File: src/rtl/sup_reset_pkg.sv
package sup_reset_pkg;

    // Synchronised monitor inputs, carried together through the synchroniser.
    typedef struct packed {
        logic supply_good;
        logic btn_n;
    } mon_in_t;

    localparam int unsigned MON_W = $bits(mon_in_t);

    // Idle value of the synchroniser: supply treated as bad, button released.
    localparam mon_in_t MON_RESET = '{supply_good: 1'b0, btn_n: 1'b1};

    // Counter width needed to hold the value 'limit'.
    function automatic int unsigned cnt_bits(input int unsigned limit);
        return (limit < 2) ? 1 : $clog2(limit + 1);
    endfunction

endpackage

File: src/rtl/srg_sync2.sv
module srg_sync2 #(
    parameter int unsigned       W        = 2,
    parameter logic [W-1:0]      IDLE_VAL = '0
) (
    input  logic         clk,
    input  logic         rst,
    input  logic [W-1:0] d_i,
    output logic [W-1:0] q_o
);
    logic [W-1:0] meta_q;

    always_ff @(posedge clk) begin
        if (rst) begin
            meta_q <= IDLE_VAL;
            q_o    <= IDLE_VAL;
        end else begin
            meta_q <= d_i;
            q_o    <= meta_q;
        end
    end
endmodule

File: src/rtl/srg_debounce.sv
module srg_debounce
    import sup_reset_pkg::*;
#(
    parameter int unsigned HOLD_CYCLES = 4
) (
    input  logic clk,
    input  logic rst,
    input  logic level_i,
    output logic level_o
);
    localparam int unsigned CW = cnt_bits(HOLD_CYCLES);
    localparam logic [CW-1:0] LAST = CW'(HOLD_CYCLES - 1);

    logic [CW-1:0] run_q;

    // The output follows the input only after it has differed for HOLD_CYCLES edges in a row.
    always_ff @(posedge clk) begin
        if (rst) begin
            run_q   <= '0;
            level_o <= 1'b1;
        end else if (level_i == level_o) begin
            run_q   <= '0;
        end else if (run_q == LAST) begin
            run_q   <= '0;
            level_o <= level_i;
        end else begin
            run_q   <= run_q + 1'b1;
        end
    end
endmodule

File: src/rtl/srg_stretch.sv
module srg_stretch
    import sup_reset_pkg::*;
#(
    parameter int unsigned STRETCH_CYCLES = 10
) (
    input  logic clk,
    input  logic rst,
    input  logic cause_i,
    output logic hold_n_o,
    output logic hold_o
);
    localparam int unsigned CW = cnt_bits(STRETCH_CYCLES);
    localparam logic [CW-1:0] RELOAD = CW'(STRETCH_CYCLES);

    logic [CW-1:0] left_q;
    logic          active;

    assign active = cause_i || (left_q != '0);

    always_ff @(posedge clk) begin
        if (rst) begin
            left_q   <= RELOAD;
            hold_n_o <= 1'b0;
            hold_o   <= 1'b1;
        end else begin
            if (cause_i) begin
                left_q <= RELOAD;
            end else if (left_q != '0) begin
                left_q <= left_q - 1'b1;
            end
            hold_n_o <= !active;
            hold_o   <= active;
        end
    end
endmodule

File: src/rtl/sup_reset_gen.sv
module sup_reset_gen
    import sup_reset_pkg::*;
#(
    parameter int unsigned DEBOUNCE_CYCLES = 500_000,
    parameter int unsigned STRETCH_CYCLES  = 6_500_000
) (
    input  logic clk,
    input  logic sys_rst,
    input  logic supply_ok_i,
    input  logic btn_n_i,
    input  logic chain_req_n_i,
    output logic rst_n_o,
    output logic rst_o
);
    mon_in_t raw_in;
    mon_in_t sync_in;
    logic    supply_good_s;
    logic    btn_sync_s;
    logic    btn_level_f;
    logic    cause;

    assign raw_in.supply_good = supply_ok_i;
    assign raw_in.btn_n       = btn_n_i & chain_req_n_i;

    srg_sync2 #(
        .W        (MON_W),
        .IDLE_VAL (MON_RESET)
    ) u_sync (
        .clk (clk),
        .rst (sys_rst),
        .d_i (raw_in),
        .q_o (sync_in)
    );

    assign supply_good_s = sync_in.supply_good;
    assign btn_sync_s    = sync_in.btn_n;

    srg_debounce #(
        .HOLD_CYCLES (DEBOUNCE_CYCLES)
    ) u_deb (
        .clk     (clk),
        .rst     (sys_rst),
        .level_i (btn_sync_s),
        .level_o (btn_level_f)
    );

    assign cause = !supply_good_s || !btn_level_f;

    srg_stretch #(
        .STRETCH_CYCLES (STRETCH_CYCLES)
    ) u_stretch (
        .clk      (clk),
        .rst      (sys_rst),
        .cause_i  (cause),
        .hold_n_o (rst_n_o),
        .hold_o   (rst_o)
    );
endmodule

File: config.mk
export PLATFORM = sky130hd
export DESIGN_NAME = sup_reset_gen
export DESIGN_NICKNAME = d
export VERILOG_FILES = /design/src/rtl/sup_reset_pkg.sv /design/src/rtl/srg_sync2.sv /design/src/rtl/srg_debounce.sv /design/src/rtl/srg_stretch.sv /design/src/rtl/sup_reset_gen.sv
export SDC_FILE = /design/constraint.sdc
export NUM_CORES = 1
export LEC_CHECK = 0
export ABC_AREA = 1
export BUFFER_PORTS_ARGS = -buffer_cell sky130_fd_sc_hd__buf_4
export CAP_MARGIN = 5
export CORE_UTILIZATION = 35
export DETAILED_ROUTE_END_ITERATION = 6
export GPL_TIMING_DRIVEN = 1
export HOLD_SLACK_MARGIN = 0.06
export PLACE_DENSITY = 0.52
export SYNTH_ARGS = -nofsm -noshare
export SYNTH_HDL_FRONTEND = slang
export SYNTH_SLANG_ARGS = --single-unit
File: constraint.sdc
create_clock -name clk -period 1.5 [get_ports clk]
set_input_delay 0.225 -clock clk [delete_from_list [all_inputs] [get_ports clk]]
set_output_delay 0.225 -clock clk [all_outputs]
set_load 0.03 [all_outputs]
==> results of run 1 <==
## final timing paths
path | from | endpoint | depth (start not counted)
max | u_stretch.left_q[2] | u_stretch.left_q[19] | 8
min | sys_rst | u_sync.q_o[1] | 2
max reg2reg | u_stretch.left_q[2] | u_stretch.left_q[19] | 8
min reg2reg | u_sync.meta_q[1] | u_sync.q_o[1] | 2
## logic make-up (layout without fill, tap and decap cells)
logic type	after synthesis	count (layout)	share of synthesized area [%]
xor gates and xnor gates	15	15	5.27
AOI/OAI and AO/OA	27	27	5.57
adders and majority gates	3	3	1.50
DFF	49	49	39.3
and+or+nand+nor	222	224	42.2
buffers and inverters	37	62	6.17
## power breakdown
| group | switching (mW) | internal (mW) |
|---|---|---|
| Clock | 0.447 | 0.543 |
| Sequential | 0.00760 | 1.31 |
| Combinational | 0.0529 | 0.0359 |
| Total | 0.507 | 1.89 |
## sequential cells by signal, summed over array words and instances (netlist names)
name                cells
u_sync.meta_q           2
u_deb.run_q            19
u_deb.level_o           1
u_stretch.hold_o        1
u_stretch.left_q       23
u_stretch.hold_n_o      1
u_sync.q_o              2
## per-layer routing
layer  global-route usage [%]  vias up  routed length, um
li1                         -     1181                  -
met4                     4.55        0                 31
met3                     3.14        2                163
met5                        0        -                  0
met1                     21.6      963               2860
met2                     22.8       22               2250
## cell type report
cell class	count	area share, %
Clock inverter	2	1.26
Inverter	33	4.15
Sequential cell	49	33.0
Tap cell	96	4.02
Multi-Input combinational cell	269	49.1
Clock buffer	6	2.77
Timing Repair Buffer	21	5.70
## cells in the final DEF (no fill, tap or decap), types with 3 or more instances in the layout
cell type and n:
sky130_fd_sc_hd__nand2_2 6, sky130_fd_sc_hd__dfxtp_2 4, sky130_fd_sc_hd__clkbuf_8 6, sky130_fd_sc_hd__dfxtp_1 45
sky130_fd_sc_hd__inv_2 3, sky130_fd_sc_hd__nor2_2 14, sky130_fd_sc_hd__nand3b_1 6, sky130_fd_sc_hd__a21oi_1 17
sky130_fd_sc_hd__nand4_1 8, sky130_fd_sc_hd__xnor2_1 5, sky130_fd_sc_hd__nand3_2 3, sky130_fd_sc_hd__nand3_1 25
sky130_fd_sc_hd__buf_4 20, sky130_fd_sc_hd__and2_1 4, sky130_fd_sc_hd__nor2_4 9, sky130_fd_sc_hd__o21ai_0 8
sky130_fd_sc_hd__nor2_1 61, sky130_fd_sc_hd__nand2_1 72, sky130_fd_sc_hd__inv_1 30, sky130_fd_sc_hd__xor2_1 10
sky130_fd_sc_hd__nor3_1 5
## what timing repair did
action	CTS	global route
setup buffers	0	2
pin swaps	0	5
resized for setup	1	26
endpoints found under the setup margin	2	37
cloned	0	2
==> flow_results.org, run 1 <==
** Run status
- Run status :: completed

** Timing
- After routing, the total negative slack on setup checks comes to 0 ps.
- Headroom to the max-slew limit :: 78.2%
- Max Clock Skew :: 2.91 ps
- In the post-route analysis, the smallest setup slack over all paths is 107 ps.
- Setup violations remaining at the end of the flow were counted as 0.
- The count of final max-slew check failures was 0.
- Crit share post-route :: 92.8%
- Time the final worst path needs with I/O delays and setup :: 1390 ps
- Hold violation total from the final report :: 0
- Setup repair after global routing could not meet its margin everywhere.
- At the pin with the least slew margin, the transition time is 325 ps.
- Top achievable clock speed :: 718 MHz
- Worst hold margin :: 98.6 ps

** Final layout
- Area Growth Syn to Fin :: 19.7%
- In the final layout, the multi-input gates occupy 1470 um2.
- The count of cells in the finished layout, fillers not included, comes to around 480.
- Filler cell count in the final layout :: ~760
- Across the whole layout, storage elements account for 986 um2.
- NumNets Final :: 387
- At the end of the flow the core is filled with cells to roughly 44%.
- Count of antenna diodes in the layout :: 0
- Final standard cell area without fillers :: about 3000 um2
- Fraction of layout instances using a drive strength above 1 :: 20.8%

** GRT
- The number of antenna violations at the first check in global routing was 0.
- Entering global routing, the biggest net connects 19 pins.
- Global routing usage summed across all routing layers :: ~15%
- Wire length of the first global-routing pass :: 8840 um
- Remaining Overflow, GRT :: 0
- Vias in the first global route :: about 1900

** Synth
- Proportion of synthesized flip-flops having asynchronous set or reset :: 0%
- Count of flip-flops with a built-in enable after synthesis :: 0
- A synthesized cell averages between 7 and 8 um2.
- For this run, the leading register cell type out of synthesis is sky130_fd_sc_hd__dfxtp_1.
- Top-area cell type share of the netlist area :: 39.3%
- In the synthesized netlist, the cells that appear most often are 74 x sky130_fd_sc_hd__nand2_1, 68 x sky130_fd_sc_hd__nor2_1, 49 x sky130_fd_sc_hd__dfxtp_1.
- Sequential cells were found to cover 39.3% of the synthesized design area.
- The cell count after synthesis came out at roughly 350.
- The netlist uses 29 different library cells.
- Most common cell in the netlist :: sky130_fd_sc_hd__nand2_1
- Cell type with the highest aggregate area in the netlist :: sky130_fd_sc_hd__dfxtp_1
- Synthesized cell area :: 2490 um2
- Leading post-synthesis cells by cell area :: sky130_fd_sc_hd__dfxtp_1 39%, sky130_fd_sc_hd__nand2_1 11%, sky130_fd_sc_hd__nor2_1 10%, sky130_fd_sc_hd__nand3_1 5.2%, sky130_fd_sc_hd__inv_1 4.8%
- Synthesized net count :: ~360
- Flop and latch count out of synthesis :: 49
- Syn. warnings :: 0

** Placed design
- Post-detailed-placement half-perimeter wirelength :: 3890 um
- Input and output buffers added on the ports amount to 6.
- Standard cell area after detailed placement :: 2740 um2
- At the end of routability-driven placement, the weighted congestion stood at 0.809.
- Before CTS, the worst setup slack after placement is -6.80 ps.
- DP Cell Count :: approximately 460

** Worst setup path
- Cell chain of the critical path :: nor2_1 > nand2_1 > nor2_2 > nand2_1 > nor2_1 > nand3_1 > nand2_1 > nor2_1
- Critical path's slowest cell :: sky130_fd_sc_hd__dfxtp_1
- For the worst setup path, the data required time is roughly 1700 ps.
- Arrival time at the worst endpoint :: 1590 ps
- Broken down by cell family, the worst path's largest delay share belongs to simple AND/OR/NAND/NOR gates.
- Crit Path Max Fanout :: 4
- Together, buffers and inverters on the worst path number 0.
- The critical path is of the reg2reg type.
- For this run, the slowest stage of the critical path takes 360 ps.
- The worst setup path is captured at a register.
- STA classifies the critical path startpoint as a register.
- Reg-to-reg slack, setup :: 110 ps

** Clocking
- In this run the number of H-tree levels came out at 2.
- Clock tree from TritonCTS :: built
- Hold-fix buffers, CTS :: 0
- Buffers inserted during clock tree synthesis total 5.
- Clock latency on the worst-skew pair :: 300 ps
- Worst-case clock buffer depth :: 2
- Clock-pin slew was measured on the worst setup and hold paths at about 90 ps.
- For this design, the sink count on the clock tree is 49.
- CTS Root Buffer Type :: sky130_fd_sc_hd__clkbuf_8

** Route
- Detail-routed via count per cell :: 4.55
- TritonRoute pass-1 iters :: 4
- In the routed design, unresolved DRC markers number 0.
- Routed vias :: 2168
- Wirelength, routed :: 5310 um
- DRC violation total after the first TritonRoute iteration :: between 100 and 150
- Wire length per cell :: about 11 um
- The count of nets left with antenna violations once routing finished came out at 0.

** Floorplanning
- In this run the horizontal extent of the chip is 86.4 um.
- Area of the die :: 7470 um2
- For this configuration, the core starts out at a cell density of 36.5%.
- Floorplan Core Area :: 6830 um2
- Row generation in the floorplan step produced 30 rows.
- For this design the top-level I/O count stands at 7.
- From bottom edge to top edge, the die measures 86.4 um.

** Power
- Overall power consumption :: 2.40 mW
- Power spread over the standard cell area amounts to roughly 800 nW/um2.
- Across the VDD grid, the largest voltage drop is 430 uV.
- Static leakage :: 1.07 nW

** Flow run
- Across the run, the number of max-cap violations was 0.

** Min path
- Kind of path behind the tightest hold check :: in2reg
(Power assumes the default switching activity.)
==> inputs of run 2 (changes only) <==
- CORE_UTILIZATION: 35 -> 60
- PLACE_DENSITY: 0.52 -> 0.79
==> run 2 against run 1 <==
Wire length up 8.7%. Hold slack worse by 4.2 ps. Sequential share of layout area up 1.0 points. First-iteration DRC count up 55%. Maximum frequency decreased by 5.3%. Non-clock buffer count is 6 lower. Clock power down 13%. Critical endpoint is now u_stretch.left_q[20].
==> flow_results.org, run 2 (synthesized netlist as in run 1, its figures left out) <==
** Power
- Areal power density over the cells :: 790 nW/um2 (was 803 nW/um2)
- Largest vdd supply drop :: 694 uV (was 430 uV)
- The leakage dissipation is 1.04 nW (was 1.07 nW).

** Route
- Wirelength, routed :: 5770 um (was 5310 um)
- The via density per instance came to 5.46 (was 4.55).
- DRC violation total after the first TritonRoute iteration :: 209 (was 135)
- The wire length per cell after detailed routing came to 13.6 um (was 11.2 um).
- Wire length on met3 :: 365 um (was 163 um)
- The detailed-route via count came to 2319 (was 2168).
- Routed wl met2 :: 2680 um (was 2250 um)
- The number of antenna-violating nets in the routed design came to 0 (unchanged).
- Detailed-route DRC error count :: 0 (unchanged)
- The topmost layer with routed signal wires is met4 (unchanged).
- TritonRoute pass-1 iters :: 5 (was 4)
- Routed length on met1 :: 2620 um (was 2860 um)

** Worst setup path
- CP Capture Type :: register (unchanged)
- The data arrival time of the worst path was 1680 ps (was 1590 ps).
- The largest fanout on the critical path is 5 (was 4).
- The worst-path cell with the longest stage delay is sky130_fd_sc_hd__dfxtp_1 (unchanged).
- Cell family with the largest share of critical-path delay :: simple AND/OR/NAND/NOR gates (unchanged)
- The delay of the slowest cell on the worst path is 340 ps (was 360 ps).
- The required time at the worst-slack endpoint came to 1710 ps (was 1700 ps).
- Cell chain of the critical path :: nor2_1 > nand2_1 > nor2_4 > buf_4 > nand2_1 > nor2_1 > nand3_1 > nand2_1 > nor2_1 (was nor2_1 > nand2_1 > nor2_2 > nand2_1 > nor2_1 > nand3_1 > nand2_1 > nor2_1)
- The startpoint type of the worst setup path was a register (unchanged).
- The total buffers and inverters traversed by the critical path was 1 (was 0).
- The class of the most critical setup path is reg2reg (unchanged).

** Floorplanning
- Number of standard-cell rows in the floorplan :: 23 (was 30)
- Die height :: 66.5 um (was 86.4 um)
- Die width :: 66.5 um (was 86.4 um)
- Floorplan Core Area :: 4000 um2 (was 6830 um2)
- Initial standard-cell utilization of the core :: 62.4% (was 36.5%)
- The count of pins on the block boundary is 7 (unchanged).
- Area of the die :: 4420 um2 (was 7470 um2)

** Final layout
- The post-route core utilization was 72.1% (was 43.7%).
- The layout cell share with drive strength beyond 1 came to 17.3% (was 20.8%).
- Count of antenna diodes in the layout :: 0 (unchanged)
- Area Growth Syn to Fin :: 15.5% (was 19.7%)
- Biggest regs :: u_stretch.left_q (23), u_deb.run_q (19) (unchanged)
- Register with the highest flop count :: u_stretch.left_q (unchanged)
- Most common library cell in the layout ignoring fill and taps :: sky130_fd_sc_hd__nand2_1 (unchanged)
- NumNets Final :: 382 (was 387)
- Flip-flop count of the largest register, all copies and words added :: 23 (unchanged)
- Commonest cells after routing, fill and taps aside :: 74 x sky130_fd_sc_hd__nand2_1, 66 x sky130_fd_sc_hd__nor2_1, 49 x sky130_fd_sc_hd__dfxtp_1, 30 x sky130_fd_sc_hd__inv_1, 24 x sky130_fd_sc_hd__nand3_1 (was 72 x sky130_fd_sc_hd__nand2_1, 61 x sky130_fd_sc_hd__nor2_1, 45 x sky130_fd_sc_hd__dfxtp_1, 30 x sky130_fd_sc_hd__inv_1, 25 x sky130_fd_sc_hd__nand3_1)
- Final Non-Filler Cells :: 425 (was 476)
- Filler cell count in the final layout :: 307 (was 757)

** GRT
- Vias in the first global route :: 1970 (was 1871)
- The global-route congestion overflow total is 0 (unchanged).
- Largest net degree at the start of global routing :: 19 (unchanged)
- The total routing usage reported by global routing was 25.2% (was 15.1%).
- Wire length of the first global-routing pass :: 8490 um (was 8840 um)
- Antenna violations before repair :: 0 (unchanged)

** Placed design
- The total of buffers placed on input and output ports was 6 (unchanged).
- DP Cell Count :: 412 (was 464)
- The placer's final routability congestion estimate was 0.912 (was 0.809).
- Post-detailed-placement half-perimeter wirelength :: 3720 um (was 3890 um)

** Clocking
- The count of hold-fix buffers inserted at cts came to 0 (unchanged).
- Clock tree from TritonCTS :: built (unchanged)
- Clock net sink count :: 49 (unchanged)
- The maximum level of the CTS H-tree is 2 (unchanged).
- The clock transition at the register clock pins on the worst setup and hold paths after CTS came to 90 ps (about the same).
- Worst-case clock buffer depth :: 2 (unchanged)
- Clock latency on the worst-skew pair :: 310 ps (was 300 ps)
- The total CTS buffers is 5 (unchanged).
- CTS Root Buffer Type :: sky130_fd_sc_hd__clkbuf_8 (unchanged)

** Timing
- The count of final max-slew check failures is 0 (unchanged).
- Worst-Margin Slew :: 334 ps (was 325 ps)
- Setup repair after global routing missed its margin :: yes (unchanged)
- The number of setup violations in the final report is 0 (unchanged).
- Max Clock Skew :: 8.02 ps (was 2.91 ps)
- The final-layout worst hold slack was 94.4 ps (was 98.6 ps).
- The minimum period implied by the final worst setup slack was 1470 ps (was 1390 ps).
- The hold violation count in the final report is 0 (unchanged).
- Top achievable clock speed :: 680 MHz (was 718 MHz)
- Crit share post-route :: 98.1% (was 92.8%)
- Headroom to the max-slew limit :: 77.6% (was 78.2%)

** Flow run
- Max-cap violations :: 0 (unchanged)

** Min path
- The classification of the worst-slack hold path is in2reg (unchanged).

** Run status
- Run status :: completed (unchanged)
[run 2: cell type report]
| class | count | area [um2] | area share, % |
|---|---|---|---|
| Clock buffer | 7 | 96.3 | 3.34 |
| Multi-Input combinational cell | 270 | 1490 | 51.6 |
| Tap cell | 50 | 62.6 | 2.17 |
| Clock inverter | 1 | 5.00 | 0.174 |
| Timing Repair Buffer | 15 | 125 | 4.34 |
| Inverter | 33 | 124 | 4.30 |
| Sequential cell | 49 | 981 | 34.0 |
[run 2: metal layers]
layer	vias to the layer above	track usage (%)
met5	-	0
met4	0	9.57
met3	12	5.31
met2	78	38.1
met1	1049	35.1
li1	1180	-
[run 2: final timing paths]
| path | from | to | slack, ps | cells past startpoint |
|---|---|---|---|---|
| setup / recovery | u_stretch.left_q[8] | u_stretch.left_q[20] | 30 | 9 |
| hold / removal | sys_rst | u_sync.q_o[1] | 90 | 2 |
| setup reg to reg | u_stretch.left_q[8] | u_stretch.left_q[20] | 30 | 9 |
| hold reg to reg | u_sync.meta_q[0] | u_sync.q_o[0] | 410 | 1 |
[run 2: metrics by stage]
stage / cell area (um2) / setup TNS, ps / worst slack (ps) / total power, mW
global placement: 2640 / 0 / 85.2 / 1.43
detailed placement: 2640 / -4.38 / -4.38 / 1.43
floorplan: 2490 / 0 / 153 / 1.41
finish: 2880 / 0 / 28.8 / 2.28
CTS: 2740 / 0 / 13.3 / 2.27
global route: 2880 / -546 / -119 / 2.33
[run 2: power breakdown]
group / switching [mW] / internal (mW) / total, mW
clock: 0.440 / 0.417 / 0.858
sequential: 0.00829 / 1.31 / 1.32
combinational: 0.0615 / 0.0378 / 0.0994
[run 2: what timing repair did]
item / 4_1_cts / 5_1_grt
setup endpoints to repair: 1 / 40
buffers inserted: 0 / 2
pin swaps: 0 / 6
resized for setup: 1 / 20
gates cloned: 0 / 3
==> inputs of run 3 (changes only) <==
- RECOVER_POWER: default -> 25
- TNS_END_PERCENT: default -> 50
==> run 3 against run 2 <==
The flow now finishes with violations (design-rule violations). Worst setup slack got worse by 1.4 ps. Non-clock buffer count unchanged. Die area unchanged. Hold slack gained 15 ps.
==> flow_results.org, run 3 (synthesized netlist as in run 1, its figures left out) <==
** Timing
- Headroom to the max-slew limit :: 76.0% (was 77.6%)
- Setup repair after global routing missed its margin :: yes (unchanged)
- Final count of pins violating max slew :: 0 (unchanged)
- The transition time at the pin with the least slew margin was 362 ps (was 334 ps).
- The number of setup violations in the final report came to 0 (unchanged).
- Setup TNS Final :: 0 ps (unchanged)
- The final worst-path cycle share came to 98.2% (was 98.1%).
- The minimum period implied by the final worst setup slack was 1470 ps (about the same).
- The hold violation count in the final report came to 0 (unchanged).
- Top achievable clock speed :: 679 MHz (was 680 MHz)
- Max Clock Skew :: 8.09 ps (was 8.02 ps)

** Power
- Areal power density over the cells :: 792 nW/um2 (was 790 nW/um2)
- Overall power consumption :: 2.28 mW (about the same)
- Switching share of power :: 22.4% (about the same)
- Switching power :: 510 uW (about the same)
- The portion of total power attributed to combinational logic is 4.3% (was 4.4%).
- Static leakage :: 1.03 nW (was 1.04 nW)
- Clk pwr share :: 37.7% (about the same)
- The part of the total power dissipated in sequential elements was 58.0% (about the same).
- The total internal power is 1.77 mW (about the same).
- Largest vdd supply drop :: 694 uV (about the same)

** Floorplanning
- The count of pins on the block boundary is 7 (unchanged).
- The floorplan core area is 4000 um2 (unchanged).
- Number of standard-cell rows in the floorplan :: 23 (unchanged)
- The total die area was 4420 um2 (unchanged).
- Die height :: 66.5 um (unchanged)
- The horizontal die dimension came to 66.5 um (unchanged).
- Initial standard-cell utilization of the core :: 62.4% (unchanged)

** Clocking
- Worst-case clock buffer depth :: 2 (unchanged)
- Clock tree from TritonCTS :: built (unchanged)
- H-tree depth :: 2 (unchanged)
- The number of clock sinks seen by CTS came to 49 (unchanged).
- Clock transition at the registers of the reported paths :: 90 ps (about the same)
- Number of CTS-inserted buffers :: 5 (unchanged)
- CTS Root Buffer Type :: sky130_fd_sc_hd__clkbuf_8 (unchanged)
- Clock latency on the worst-skew pair :: 310 ps (about the same)

** Final layout
- Biggest regs: u_stretch.left_q (23), u_deb.run_q (19) (unchanged).
- The flip-flop count of the largest register after layout was 23 (unchanged).
- NumNets Final :: 382 (unchanged)
- Count of antenna diodes in the layout :: 0 (unchanged)
- The leading cell type in the layout, fill and taps excluded was sky130_fd_sc_hd__nand2_1 (unchanged).
- Final Non-Filler Cells :: 425 (unchanged)
- Register with the highest flop count :: u_stretch.left_q (unchanged)
- Commonest cells after routing, fill and taps aside: 74 x sky130_fd_sc_hd__nand2_1, 66 x sky130_fd_sc_hd__nor2_1, 49 x sky130_fd_sc_hd__dfxtp_1, 30 x sky130_fd_sc_hd__inv_1, 24 x sky130_fd_sc_hd__nand3_1 (unchanged).
- Fraction of layout instances using a drive strength above 1 :: 16.5% (was 17.3%)
- Area Growth Syn to Fin :: 15.1% (was 15.5%)

** Route
- The wire length per cell after detailed routing is 13.6 um (about the same).
- The total DRC errors in the routed layout came to 2 (was 0).
- Count of antenna-violating nets left after detailed routing :: 0 (unchanged)
- The number of DRC markers after the initial detailed-route iteration came to 210 (was 209).
- Wirelength, routed :: 5770 um (about the same)
- Detail-routed via count per cell :: 5.45 (was 5.46)
- Routed vias :: 2317 (was 2319)
- The detailed-router iteration count before antenna repair came to 7 (was 5).

** GRT
- Remaining Overflow, GRT :: 0 (unchanged)
- Global routing usage summed across all routing layers :: 25.2% (unchanged)
- The number of antenna violations at the first check in global routing is 0 (unchanged).
- The largest net degree at the start of global routing was 19 (unchanged).
- The number of global-route vias before repair is 1970 (unchanged).
- Wire length of the first global-routing pass :: 8490 um (unchanged)

** Worst setup path
- Crit Path Max Fanout :: 5 (unchanged)
- The startpoint type of the worst setup path is a register (unchanged).
- Critical path required time :: 1710 ps (about the same)
- Arrival time at the worst endpoint :: 1690 ps (was 1680 ps)
- The critical path endpoint category was a register (unchanged).
- The class of the most critical setup path is reg2reg (unchanged).

** Placed design
- The total of buffers placed on input and output ports is 6 (unchanged).
- Post-detailed-placement half-perimeter wirelength :: 3720 um (unchanged)
- Final RePlAce weighted congestion :: 0.912 (unchanged)
- DP Cell Count :: 412 (unchanged)

** Min path
- Kind of path behind the tightest hold check :: in2reg (unchanged)

** Flow run
- Max-cap violations :: 0 (unchanged)

** Run status
- Violations in the final reports :: design-rule violations
- Run status :: finished with violations (was completed)
[run 3: cell types whose count changed in the layout (fill, tap and decap cells not counted)]
cell	before	now
sky130_fd_sc_hd__clkbuf_1	0	3
sky130_fd_sc_hd__buf_4	14	11
[run 3: power by group through the flow]
stage | logic, mW | clock network, mW | registers [mW]
after floorplan | 0.0603 | 0 | 1.35
after global placement | 0.0825 | 0 | 1.35
after detailed placement | 0.0857 | 0 | 1.35
after CTS | 0.0874 | 0.864 | 1.32
after global routing | 0.108 | 0.903 | 1.32
final | 0.0981 | 0.858 | 1.32
[run 3: cell type report]
cell class | instances | area (um2)
clock buffer | 7 | 96.3
clock inverter | 1 | 5.00
fill | 309 | 1130
inverter | 33 | 124
multi-input combinational | 270 | 1490
sequential | 49 | 981
tap | 50 | 62.6
timing repair buffer | 15 | 114
[run 3: path summary, 6_finish.rpt]
path / startpoint / to / slack [ps] / cells after the start
hold reg to reg: u_sync.meta_q[0] / u_sync.q_o[0] / 410 / 1
setup reg to reg: u_stretch.left_q[11] / u_stretch.left_q[20] / 30 / 9
hold / removal: chain_req_n_i / u_sync.meta_q[0] / 110 / 3
setup / recovery: u_stretch.left_q[11] / u_stretch.left_q[20] / 30 / 9
[run 3: what timing repair did]
| action | CTS | global route |
|---|---|---|
| pin swaps | 0 | 6 |
| gates cloned | 0 | 3 |
| hold buffers | 0 | 0 |
| setup endpoints to repair | 1 | 40 |
| setup buffers | 0 | 2 |
| gates resized for setup | 1 | 20 |
[run 3: critical path, cell delays in order, from the launching register on]
cell and delay (ps):
sky130_fd_sc_hd__dfxtp_1 350, sky130_fd_sc_hd__nor2_1 150, sky130_fd_sc_hd__nand2_1 140, sky130_fd_sc_hd__nor2_4 170, sky130_fd_sc_hd__buf_4 180, sky130_fd_sc_hd__nand2_1 90, sky130_fd_sc_hd__nor2_1 130, sky130_fd_sc_hd__nand3_1 80
sky130_fd_sc_hd__nand2_1 70, sky130_fd_sc_hd__nor2_1 30
[run 3: stage by stage]
| step | util, % | hold WS (ps) | cell area, um2 | setup slack (ps) |
|---|---|---|---|---|
| 4_1_cts | 68.5 | 91.3 | 2740 | 13.3 |
| 3_5_place_dp | 65.9 | 394 | 2640 | -4.38 |
| 3_3_place_gp | 65.9 | 393 | 2640 | 85.2 |
| 6_report | 71.8 | 109 | 2870 | 27.4 |
| 5_1_grt | 71.8 | 121 | 2870 | -119 |
| 2_1_floorplan | - | 296 | 2490 | 153 |
[run 3: per-layer routing]
| metal | vias up | global-route usage [%] | share of wire, % |
|---|---|---|---|
| li1 | 1180 | - | - |
| met1 | 1048 | 35.1 | 45 |
| met2 | 77 | 38.1 | 47 |
| met3 | 12 | 5.31 | 6.3 |
| met4 | 0 | 9.57 | 1.9 |
| met5 | - | 0 | 0 |
